File: config.mk
export PLATFORM = sky130hd
export DESIGN_NAME = irq_slot_router
export DESIGN_NICKNAME = d
export VERILOG_FILES = /design/src/rtl/irq_route_pkg.sv /design/src/rtl/irq_slot_map.sv /design/src/rtl/irq_cpu_drive.sv /design/src/rtl/irq_slot_router.sv
export SDC_FILE = /design/constraint.sdc
export NUM_CORES = 1
export LEC_CHECK = 0
export BUFFER_PORTS_ARGS = -buffer_cell sky130_fd_sc_hd__buf_4
export CAP_MARGIN = 20
export CELL_PAD_IN_SITES_DETAIL_PLACEMENT = 1
export CELL_PAD_IN_SITES_GLOBAL_PLACEMENT = 1
export CORE_MARGIN = 2
export CORE_UTILIZATION = 30
export CTS_BUF_LIST = sky130_fd_sc_hd__clkbuf_4
export CTS_CLUSTER_DIAMETER = 120
export DETAILED_ROUTE_END_ITERATION = 10
export GPL_TIMING_DRIVEN = 0
export PLACE_DENSITY_LB_ADDON = 0.12
export SLEW_MARGIN = 20
export SYNTH_ARGS = -nofsm -noshare
export SYNTH_HDL_FRONTEND = slang
export SYNTH_SLANG_ARGS = --single-unit
File: constraint.sdc
create_clock -name clk -period 3.3 [get_ports clk]
set_input_delay 0.165 -clock clk [delete_from_list [all_inputs] [get_ports clk]]
set_output_delay 0.165 -clock clk [all_outputs]
set_load 0.02 [all_outputs]
File: src/rtl/irq_route_pkg.sv
package irq_route_pkg;
  // Board slot table
  localparam int SOUTH_SLOT = 5;
  localparam int VIDEO_SLOT = 6;
  localparam int NET_SLOT   = 7;
  localparam int SWZ_FIRST  = 8;
  localparam int SWZ_LAST   = 12;
  // Offsets above the line base
  localparam int VIDEO_OFS  = 4;
  localparam int NET_OFS    = 5;
  localparam int SWZ_OFS    = 6;

  typedef enum logic [1:0] {
    ACT_HOLD  = 2'd0,
    ACT_PULSE = 2'd1,
    ACT_LEVEL = 2'd2
  } drive_act_e;
endpackage

File: src/rtl/irq_slot_map.sv
module irq_slot_map
  import irq_route_pkg::*;
#(
  parameter int DEVFN_W   = 8,
  parameter int PIN_W     = 2,
  parameter int LINE_W    = 6,
  parameter int LINE_BASE = 32
) (
  input  logic [DEVFN_W-1:0] devfn,
  input  logic [PIN_W-1:0]   pin,
  output logic [LINE_W-1:0]  line
);
  localparam int SLOT_W = DEVFN_W - 3;

  logic [SLOT_W-1:0] slot;
  logic [2:0]        unused_func;

  assign slot        = devfn[DEVFN_W-1:3];
  assign unused_func = devfn[2:0];

  always_comb begin
    line = LINE_W'(pin);
    if (slot == SLOT_W'(SOUTH_SLOT)) begin
      line = LINE_W'(LINE_BASE) + LINE_W'(pin);
    end else if (slot == SLOT_W'(VIDEO_SLOT)) begin
      line = LINE_W'(LINE_BASE + VIDEO_OFS);
    end else if (slot == SLOT_W'(NET_SLOT)) begin
      line = LINE_W'(LINE_BASE + NET_OFS);
    end else if (slot >= SLOT_W'(SWZ_FIRST) && slot <= SLOT_W'(SWZ_LAST)) begin
      line = LINE_W'(LINE_BASE + SWZ_OFS - SWZ_FIRST) + LINE_W'(slot) + LINE_W'(pin);
    end
  end
endmodule

File: src/rtl/irq_cpu_drive.sv
module irq_cpu_drive
  import irq_route_pkg::*;
#(
  parameter int LINE_W    = 6,
  parameter int NCFG      = 32,
  parameter int LINE_BASE = 32
) (
  input  logic              clk,
  input  logic              rst_n,
  input  logic              fire,
  input  logic [LINE_W-1:0] line,
  input  logic [NCFG-1:0]   edge_cfg,
  input  logic [NCFG-1:0]   pol_cfg,
  output logic              cpu_irq
);
  localparam int IDX_W = (NCFG > 1) ? $clog2(NCFG) : 1;

  logic [31:0]      lv;
  logic             in_range;
  logic [IDX_W-1:0] idx;
  drive_act_e       act;
  logic             irq_q;
  logic             lvl_q;

  assign lv       = 32'(line);
  assign in_range = (lv >= 32'(LINE_BASE)) && (lv < 32'(LINE_BASE + NCFG));
  assign idx      = IDX_W'(lv - 32'(LINE_BASE));

  always_comb begin
    if (!fire || !in_range)  act = ACT_HOLD;
    else if (edge_cfg[idx])  act = ACT_PULSE;
    else                     act = ACT_LEVEL;
  end

  always_ff @(posedge clk) begin
    if (!rst_n) begin
      irq_q <= 1'b0;
      lvl_q <= 1'b0;
    end else begin
      case (act)
        ACT_PULSE: begin
          irq_q <= 1'b1;
          lvl_q <= 1'b0;
        end
        ACT_LEVEL: begin
          irq_q <= pol_cfg[idx];
          lvl_q <= pol_cfg[idx];
        end
        default: irq_q <= lvl_q;
      endcase
    end
  end

  assign cpu_irq = irq_q;

  AST_PULSE_HIGH: assert property (@(posedge clk) disable iff (!rst_n)
    (act == ACT_PULSE) |=> cpu_irq);

  AST_PULSE_SINGLE: assert property (@(posedge clk) disable iff (!rst_n)
    (act == ACT_PULSE) ##1 (act == ACT_HOLD) |=> !cpu_irq);

  AST_LEVEL_POL: assert property (@(posedge clk) disable iff (!rst_n)
    (act == ACT_LEVEL) |=> (cpu_irq == $past(pol_cfg[idx])));

  AST_HOLD_AFTER_LEVEL: assert property (@(posedge clk) disable iff (!rst_n)
    (act == ACT_LEVEL) ##1 (act == ACT_HOLD) |=> $stable(cpu_irq));
endmodule

File: src/rtl/irq_slot_router.sv
module irq_slot_router #(
  parameter int DEVFN_W   = 8,
  parameter int PIN_W     = 2,
  parameter int LINE_W    = 6,
  parameter int NCFG      = 32,
  parameter int LINE_BASE = 32
) (
  input  logic               clk,
  input  logic               rst_n,
  input  logic               evt_valid,
  output logic               evt_ready,
  input  logic [DEVFN_W-1:0] evt_devfn,
  input  logic [PIN_W-1:0]   evt_pin,
  input  logic [NCFG-1:0]    edge_cfg,
  input  logic [NCFG-1:0]    pol_cfg,
  output logic               map_valid,
  input  logic               map_ready,
  output logic [LINE_W-1:0]  map_line,
  output logic               cpu_irq
);
  logic              accept;
  logic [LINE_W-1:0] mapped;
  logic              out_vld_q;
  logic [LINE_W-1:0] out_line_q;

  assign evt_ready = !out_vld_q || map_ready;
  assign accept    = evt_valid && evt_ready;

  irq_slot_map #(
    .DEVFN_W  (DEVFN_W),
    .PIN_W    (PIN_W),
    .LINE_W   (LINE_W),
    .LINE_BASE(LINE_BASE)
  ) i_map (
    .devfn(evt_devfn),
    .pin  (evt_pin),
    .line (mapped)
  );

  irq_cpu_drive #(
    .LINE_W   (LINE_W),
    .NCFG     (NCFG),
    .LINE_BASE(LINE_BASE)
  ) i_drive (
    .clk     (clk),
    .rst_n   (rst_n),
    .fire    (accept),
    .line    (mapped),
    .edge_cfg(edge_cfg),
    .pol_cfg (pol_cfg),
    .cpu_irq (cpu_irq)
  );

  always_ff @(posedge clk) begin
    if (!rst_n) begin
      out_vld_q  <= 1'b0;
      out_line_q <= '0;
    end else if (accept) begin
      out_vld_q  <= 1'b1;
      out_line_q <= mapped;
    end else if (map_ready) begin
      out_vld_q  <= 1'b0;
    end
  end

  assign map_valid = out_vld_q;
  assign map_line  = out_line_q;

  AST_STALL_HOLD: assert property (@(posedge clk) disable iff (!rst_n)
    (map_valid && !map_ready) |=> (map_valid && $stable(map_line)));

  AST_ACCEPT_SHOWS: assert property (@(posedge clk) disable iff (!rst_n)
    (evt_valid && evt_ready) |=> map_valid);
endmodule

==> results.ini, run 1 <==
[status]
status=completed

[cts]
cts_buffers=3
clkLatencyLatePin_ns=0.26
h-tree-depth=1
path_clk_slew_ns=0.06
cts_tree=built
cts_sinks=9
clk_path_buf_depth=2
cts-root-buf=clkbuf_4

[grt]
grt_pass1_wl_mm=8.29
grt_usage=0.190
antenna_found_initial=0
grt_overflow=0
grt_pass1_vias=1819
grt_start_max_net_pins=20

[timing]
relSlewSlack=0.650
hold_viol_final=0
setup_ws_ns=0.256
rsz0062_at_grt=no
finalCritPeriodShare=0.923
setup_viol=0
fin_setup_tns_ns=0
worst_slew_pin_slew_ns=0.522
fin_skew_ns=0.000847
drv_slew=0
finalCriticalPeriod_ns=3.04
clock.fmax_mhz=328

[placed_design]
dp_hpwl_mm=4.38
dp.cells=349
dp_slack_ns=-0.414
placement.io_buffers=83
post_dp_cell_area_sq_um=2180
globalplace.congestion=0.804

[setup_path]
ff2ff_setup_slack_ns=1.89
worstReg2RegEnd=i_drive.lvl_q
rr_startpoint=map_valid
start_kind=primary input
crit_path_end_kind=flip-flop
slowest_stage=fa_1
cp_data_required_time_ns=3.43
worstPathMaxFanout=9
slowest_delay_ns=0.48
crit_top_cell=inv_1
crit_start=evt_devfn[4]
reg2reg_depth=5
crit_type=primary input to flip-flop
crit_end=i_drive.cpu_irq
path_cells=buf_4 -> inv_1 -> ha_1 -> inv_1 -> ha_1 -> inv_1 -> fa_1 -> a21oi_2 -> a21boi_1 -> clkdlybuf4s15_2 -> a211oi_1 -> a31oi_1 -> mux4_2 -> a21oi_2 -> a31oi_1
cp_data_arrival_time_ns=3.18

[floorplan]
fp.dieArea_sq_um=5480
rows=25
ioPinCount=87
start_util=0.311
die_h_um=74.0
die_w_um=74.0
core_sq_um=4720

[synthesis]
synth_flop_cell=dfxtp_1
yosysSeqAreaShare=0.123
synth_seq_cells=9
synth-async-reset-ratio=0
syn-cell-area_sq_um=1470
netlist.area_leader.share=0.123
yosysWarnings=0
synth_fp_nets=287
avgSynthCellArea_sq_um=7.39
synth_edf_count=0
yosysTopAreaCell=dfxtp_1
synth_cells=199
synth.distinct_cells=53
synthTopCellsByArea=dfxtp_1, ha_1, nand2_1

[routing]
drc=0
vias_per_cell=5.13
drt-total-wl_mm=5.13
ant_nets=0
drt-pass1-iter-count=4
drtIter0Drc=50
wire_per_inst_um=14.5
via_count=1812

[layout]
antenna_cells=0
area_delta_synth_final_pct=51.1
final_cell_count_no_fill=353
postLayoutCellArea_sq_um=2220
fin_nets=375
fillers=603
drive_above_1_share=0.388

[pwr]
power_density_nw_per_um2=254
power_leakage_uw=0.00104
finalPower_uw=565
ir_drop_mv=0.0961

[flow_run]
drv_cap=0

[hold_path]
min_path_type=primary input to flip-flop

metal layers:
metal  global-route usage  up-vias  share of wire
met4               0.0444        0         0.0057
li1                     -      910              -
met1                0.264      843           0.45
met2                0.316       55           0.49
met3               0.0217        4          0.053
met5                    0        -              0
where the power goes:
group          leakage (uW)  total (uW)  switching, uW  internal, uW
combinational      0.000953         353            180           173
clock             0.0000184        92.9           38.1          54.8
sequential        0.0000736         119           3.43           115
total               0.00104         565            222           343
layout make-up:
class	count	area, sq um	share of cell area
Tap cell	67	83.8	0.0377
Clock buffer	4	30.0	0.0135
Inverter	16	60.1	0.0270
Multi-Input combinational cell	166	1180	0.534
Timing Repair Buffer	84	634	0.286
Buffer	7	47.5	0.0214
Sequential cell	9	180	0.0811
synthesized netlist by cell type (2+ instances only):
library cell / instances
nand3_1: 8
nor2b_1: 5
buf_2: 3
a21o_1: 2
nand2_1: 29
a22oi_2: 2
a32oi_1: 2
o21ai_0: 7
nor3b_2: 2
nand4_1: 3
inv_1: 16
nand2b_1: 3
buf_6: 2
mux2i_1: 10
a311oi_1: 4
ha_1: 9
dfxtp_1: 9
mux2_2: 3
a21oi_1: 13
a211oi_1: 7
and3_1: 2
nor2_1: 14
o211ai_1: 3
xnor2_1: 2
clkbuf_1: 3
a221oi_1: 3
a31oi_1: 6
and2_1: 2
worst max-delay path: cells and delay by family:
kind / cells / cell delay [ns]
compound gates: 6 / 0.97
fa+ha+maj: 3 / 0.94
buf+inv: 5 / 0.61
mux: 1 / 0.48
metrics by stage:
stage,util,hold slack (ns)
after floorplan,-,0.294
final,0.470,0.154
after detailed placement,0.461,0.423
after global routing,0.470,0.161
after global placement,0.461,0.418
after CTS,0.466,0.148
cells in the final DEF (no fill, tap or decap), types with 3 or more instances in the layout:
cell / count
a311oi_1: 4
clkbuf_4: 4
nand2_1: 29
nor2b_1: 5
nand3_1: 8
inv_1: 16
o211ai_1: 3
a221oi_1: 3
a31oi_1: 6
nor2_1: 14
ha_1: 9
a211oi_1: 7
a21oi_1: 12
nand2b_1: 3
mux2_2: 3
mux2i_1: 10
nand4_1: 3
buf_4: 84
dfxtp_1: 9
o21ai_0: 7
registers in the layout, summed over array words and instances, names as in the netlist:
signal / count
i_drive.cpu_irq: 1
i_drive.lvl_q: 1
map_line: 6
map_valid: 1
kinds of logic after synthesis:
kind of cell    count (synthesis)  synth area share
mux                            14             0.106
buf+inv                        24            0.0740
compound gates                 65             0.340
simple gates                   75             0.255
flops                           9             0.123
fa+ha+maj                      10            0.0902
xor+xnor                        2            0.0119
worst min-delay path by stage:
stage / slack, ns / cells after the start / to / from
after floorplan: 0.29 / 2 / map_valid / evt_valid
final: 0.15 / 3 / map_valid / evt_valid
after CTS: 0.15 / 3 / map_valid / evt_valid
after detailed placement: 0.42 / 3 / map_valid / evt_valid
after global routing: 0.16 / 3 / map_valid / evt_valid
after global placement: 0.42 / 3 / map_valid / evt_valid
timing repair:
action | in CTS | in global routing
setup endpoints to repair | 1 | 2
cloned | 0 | 1
hold buffers | 0 | 0
resized for setup | 0 | 4
setup buffers | 0 | 0
No activity file was read; power rests on OpenSTA's default activity.
==> run 2, diff against run 1 <==
--- a/config.mk
+++ b/config.mk
@@ -14,3 +14,2 @@
 export CTS_BUF_LIST = sky130_fd_sc_hd__clkbuf_4
-export CTS_CLUSTER_DIAMETER = 120
 export DETAILED_ROUTE_END_ITERATION = 10
==> constraint.sdc (replaced) <==
create_clock -name clk -period 3.3 [get_ports clk]
set_input_delay 0.66 -clock clk [delete_from_list [all_inputs] [get_ports clk]]
set_output_delay 0.66 -clock clk [all_outputs]
set_load 0.02 [all_outputs]
==> run 2 against run 1 <==
Net effect:
- combinational power rose by 22%
- clock skew fell by 0.00054 ns
- register-to-register slack barely moved
- cell count rose by 3.4%
- cell area rose by 12%
- sequential cell count did not move
- highest routed layer unchanged
- total power rose by 13%
- count of clock-buffer cells in the layout fell by 1
==> results.ini, run 2 (synthesis results as in run 1) <==
[timing]
drv_slew=0
relSlewSlack=0.687
setup_ws_ns=0.0403
finalCriticalPeriod_ns=3.26
finalCritPeriodShare=0.988
worst_slew_pin_slew_ns=0.465
fin_setup_tns_ns=0
fin_skew_ns=0.000308
hold_viol_final=0
rsz0062_at_grt=yes
clock.fmax_mhz=307
setup_viol=0

[floorplan]
start_util=0.311
ioPinCount=87
fp.dieArea_sq_um=5480
core_sq_um=4720
die_h_um=74.0
rows=25
die_w_um=74.0

[layout]
fillers=609
fin_nets=387
area_delta_synth_final_pct=69.0
final_cell_mix=buf_4, nand2_1, nor2_1, inv_1, a21oi_1
largest_register_ffs=6
drive_above_1_share=0.473
antenna_cells=0
final_cell_count_no_fill=365
final_common_cell=buf_4
post-route-util=0.526

[routing]
wire_per_inst_um=15.5
drt-pass1-iter-count=4
vias_per_cell=5.15
drtIter0Drc=51
drt-total-wl_mm=5.65
via_count=1880
drc=0
ant_nets=0

[grt]
grt_usage=0.197
grt_start_max_net_pins=11
grt_pass1_wl_mm=8.63
grt_pass1_vias=1903
grt_overflow=0
antenna_found_initial=0

[cts]
clkLatencyLatePin_ns=0.26
cts_sinks=9
cts_hold_buf=0
path_clk_slew_ns=0.07
cts-root-buf=clkbuf_4
cts_tree=built
clk_path_buf_depth=2
cts_buffers=3
h-tree-depth=1

[setup_path]
crit_path_end_kind=flip-flop
slowest_delay_ns=0.52
crit_buf_inv=6
cpLargestDelayFamily=adder cells
cp_data_required_time_ns=3.45
start_kind=primary input
slowest_stage=fa_1
worstPathMaxFanout=6
cp_data_arrival_time_ns=3.41
crit_type=primary input to flip-flop
path_cells=buf_8 -> inv_6 -> ha_4 -> inv_4 -> ha_4 -> inv_2 -> fa_1 -> a21oi_2 -> a21boi_2 -> buf_6 -> buf_6 -> a211oi_2 -> a31oi_1 -> mux4_2 -> a21oi_4 -> a31oi_1

[placed_design]
placement.io_buffers=83
globalplace.congestion=0.761
dp.cells=349
dp_slack_ns=-0.635
dp_hpwl_mm=4.46

[pwr]
seqPwrFrac=0.186
power_leakage_uw=0.00113
p_comb_frac=0.674
p_int_uw=379
switching_share=0.407
clock_power_share=0.140
finalPower_uw=639
ir_drop_mv=0.0737
power_density_nw_per_um2=257
power_switching_uw=260

[status]
status=completed

[hold_path]
min_path_type=flip-flop to flip-flop

[flow_run]
drv_cap=0

-- run 2: layout make-up --
class                           count  area, sq um  share of cell area
Tap cell                           67         83.8              0.0337
Inverter                           16         72.6              0.0292
Clock inverter                      1         5.00             0.00201
Clock buffer                        3         22.5             0.00906
Multi-Input combinational cell    166         1320               0.530
Sequential cell                     9          180              0.0725
Timing Repair Buffer               95          737               0.297
Buffer                              8         66.3              0.0267
-- run 2: final timing paths --
check	endpoint	cells past startpoint	from	slack [ns]
max	i_drive.cpu_irq	16	evt_pin[1]	0.04
min	i_drive.lvl_q	2	i_drive.lvl_q	0.50
min reg2reg	i_drive.lvl_q	2	i_drive.lvl_q	0.50
max reg2reg	i_drive.lvl_q	5	map_valid	1.90
-- run 2: power groups by stage --
| stage | sequential (uW) | combinational (uW) | clock, uW |
|---|---|---|---|
| finish | 119 | 430 | 89.4 |
| global route | 120 | 469 | 99.6 |
| CTS | 119 | 384 | 90.6 |
| detailed placement | 121 | 354 | 0 |
| global placement | 121 | 349 | 0 |
| floorplan | 128 | 209 | 0 |
-- run 2: worst reg2reg max path: stages, from the launching register on --
cell and delay [ns]:
dfxtp_1 0.31, nand2b_1 0.11, nand2_1 0.10, a21oi_1 0.36, nand4_1 0.17, o32ai_2 0.26
-- run 2: metrics by stage --
step	hold slack (ns)	cell area (sq um)
floorplan	0.463	1480
global placement	0.474	2180
detailed placement	0.491	2180
CTS	0.502	2310
global route	0.522	2480
finish	0.496	2480
-- run 2: timing repair --
item                       CTS  global route
pin swaps                    4            14
hold endpoints to repair     0             0
buffers inserted             5             7
gates resized for setup     12            31
setup endpoints to repair    2             2
-- run 2: metal layers --
metal,wire length [um],share of wire,global-route usage,up-vias
met5,0,0,0,-
met1,2420,0.43,0.257,888
met3,252,0.045,0.0217,2
met2,2950,0.52,0.353,53
li1,-,-,-,937
met4,24,0.0042,0.0343,0
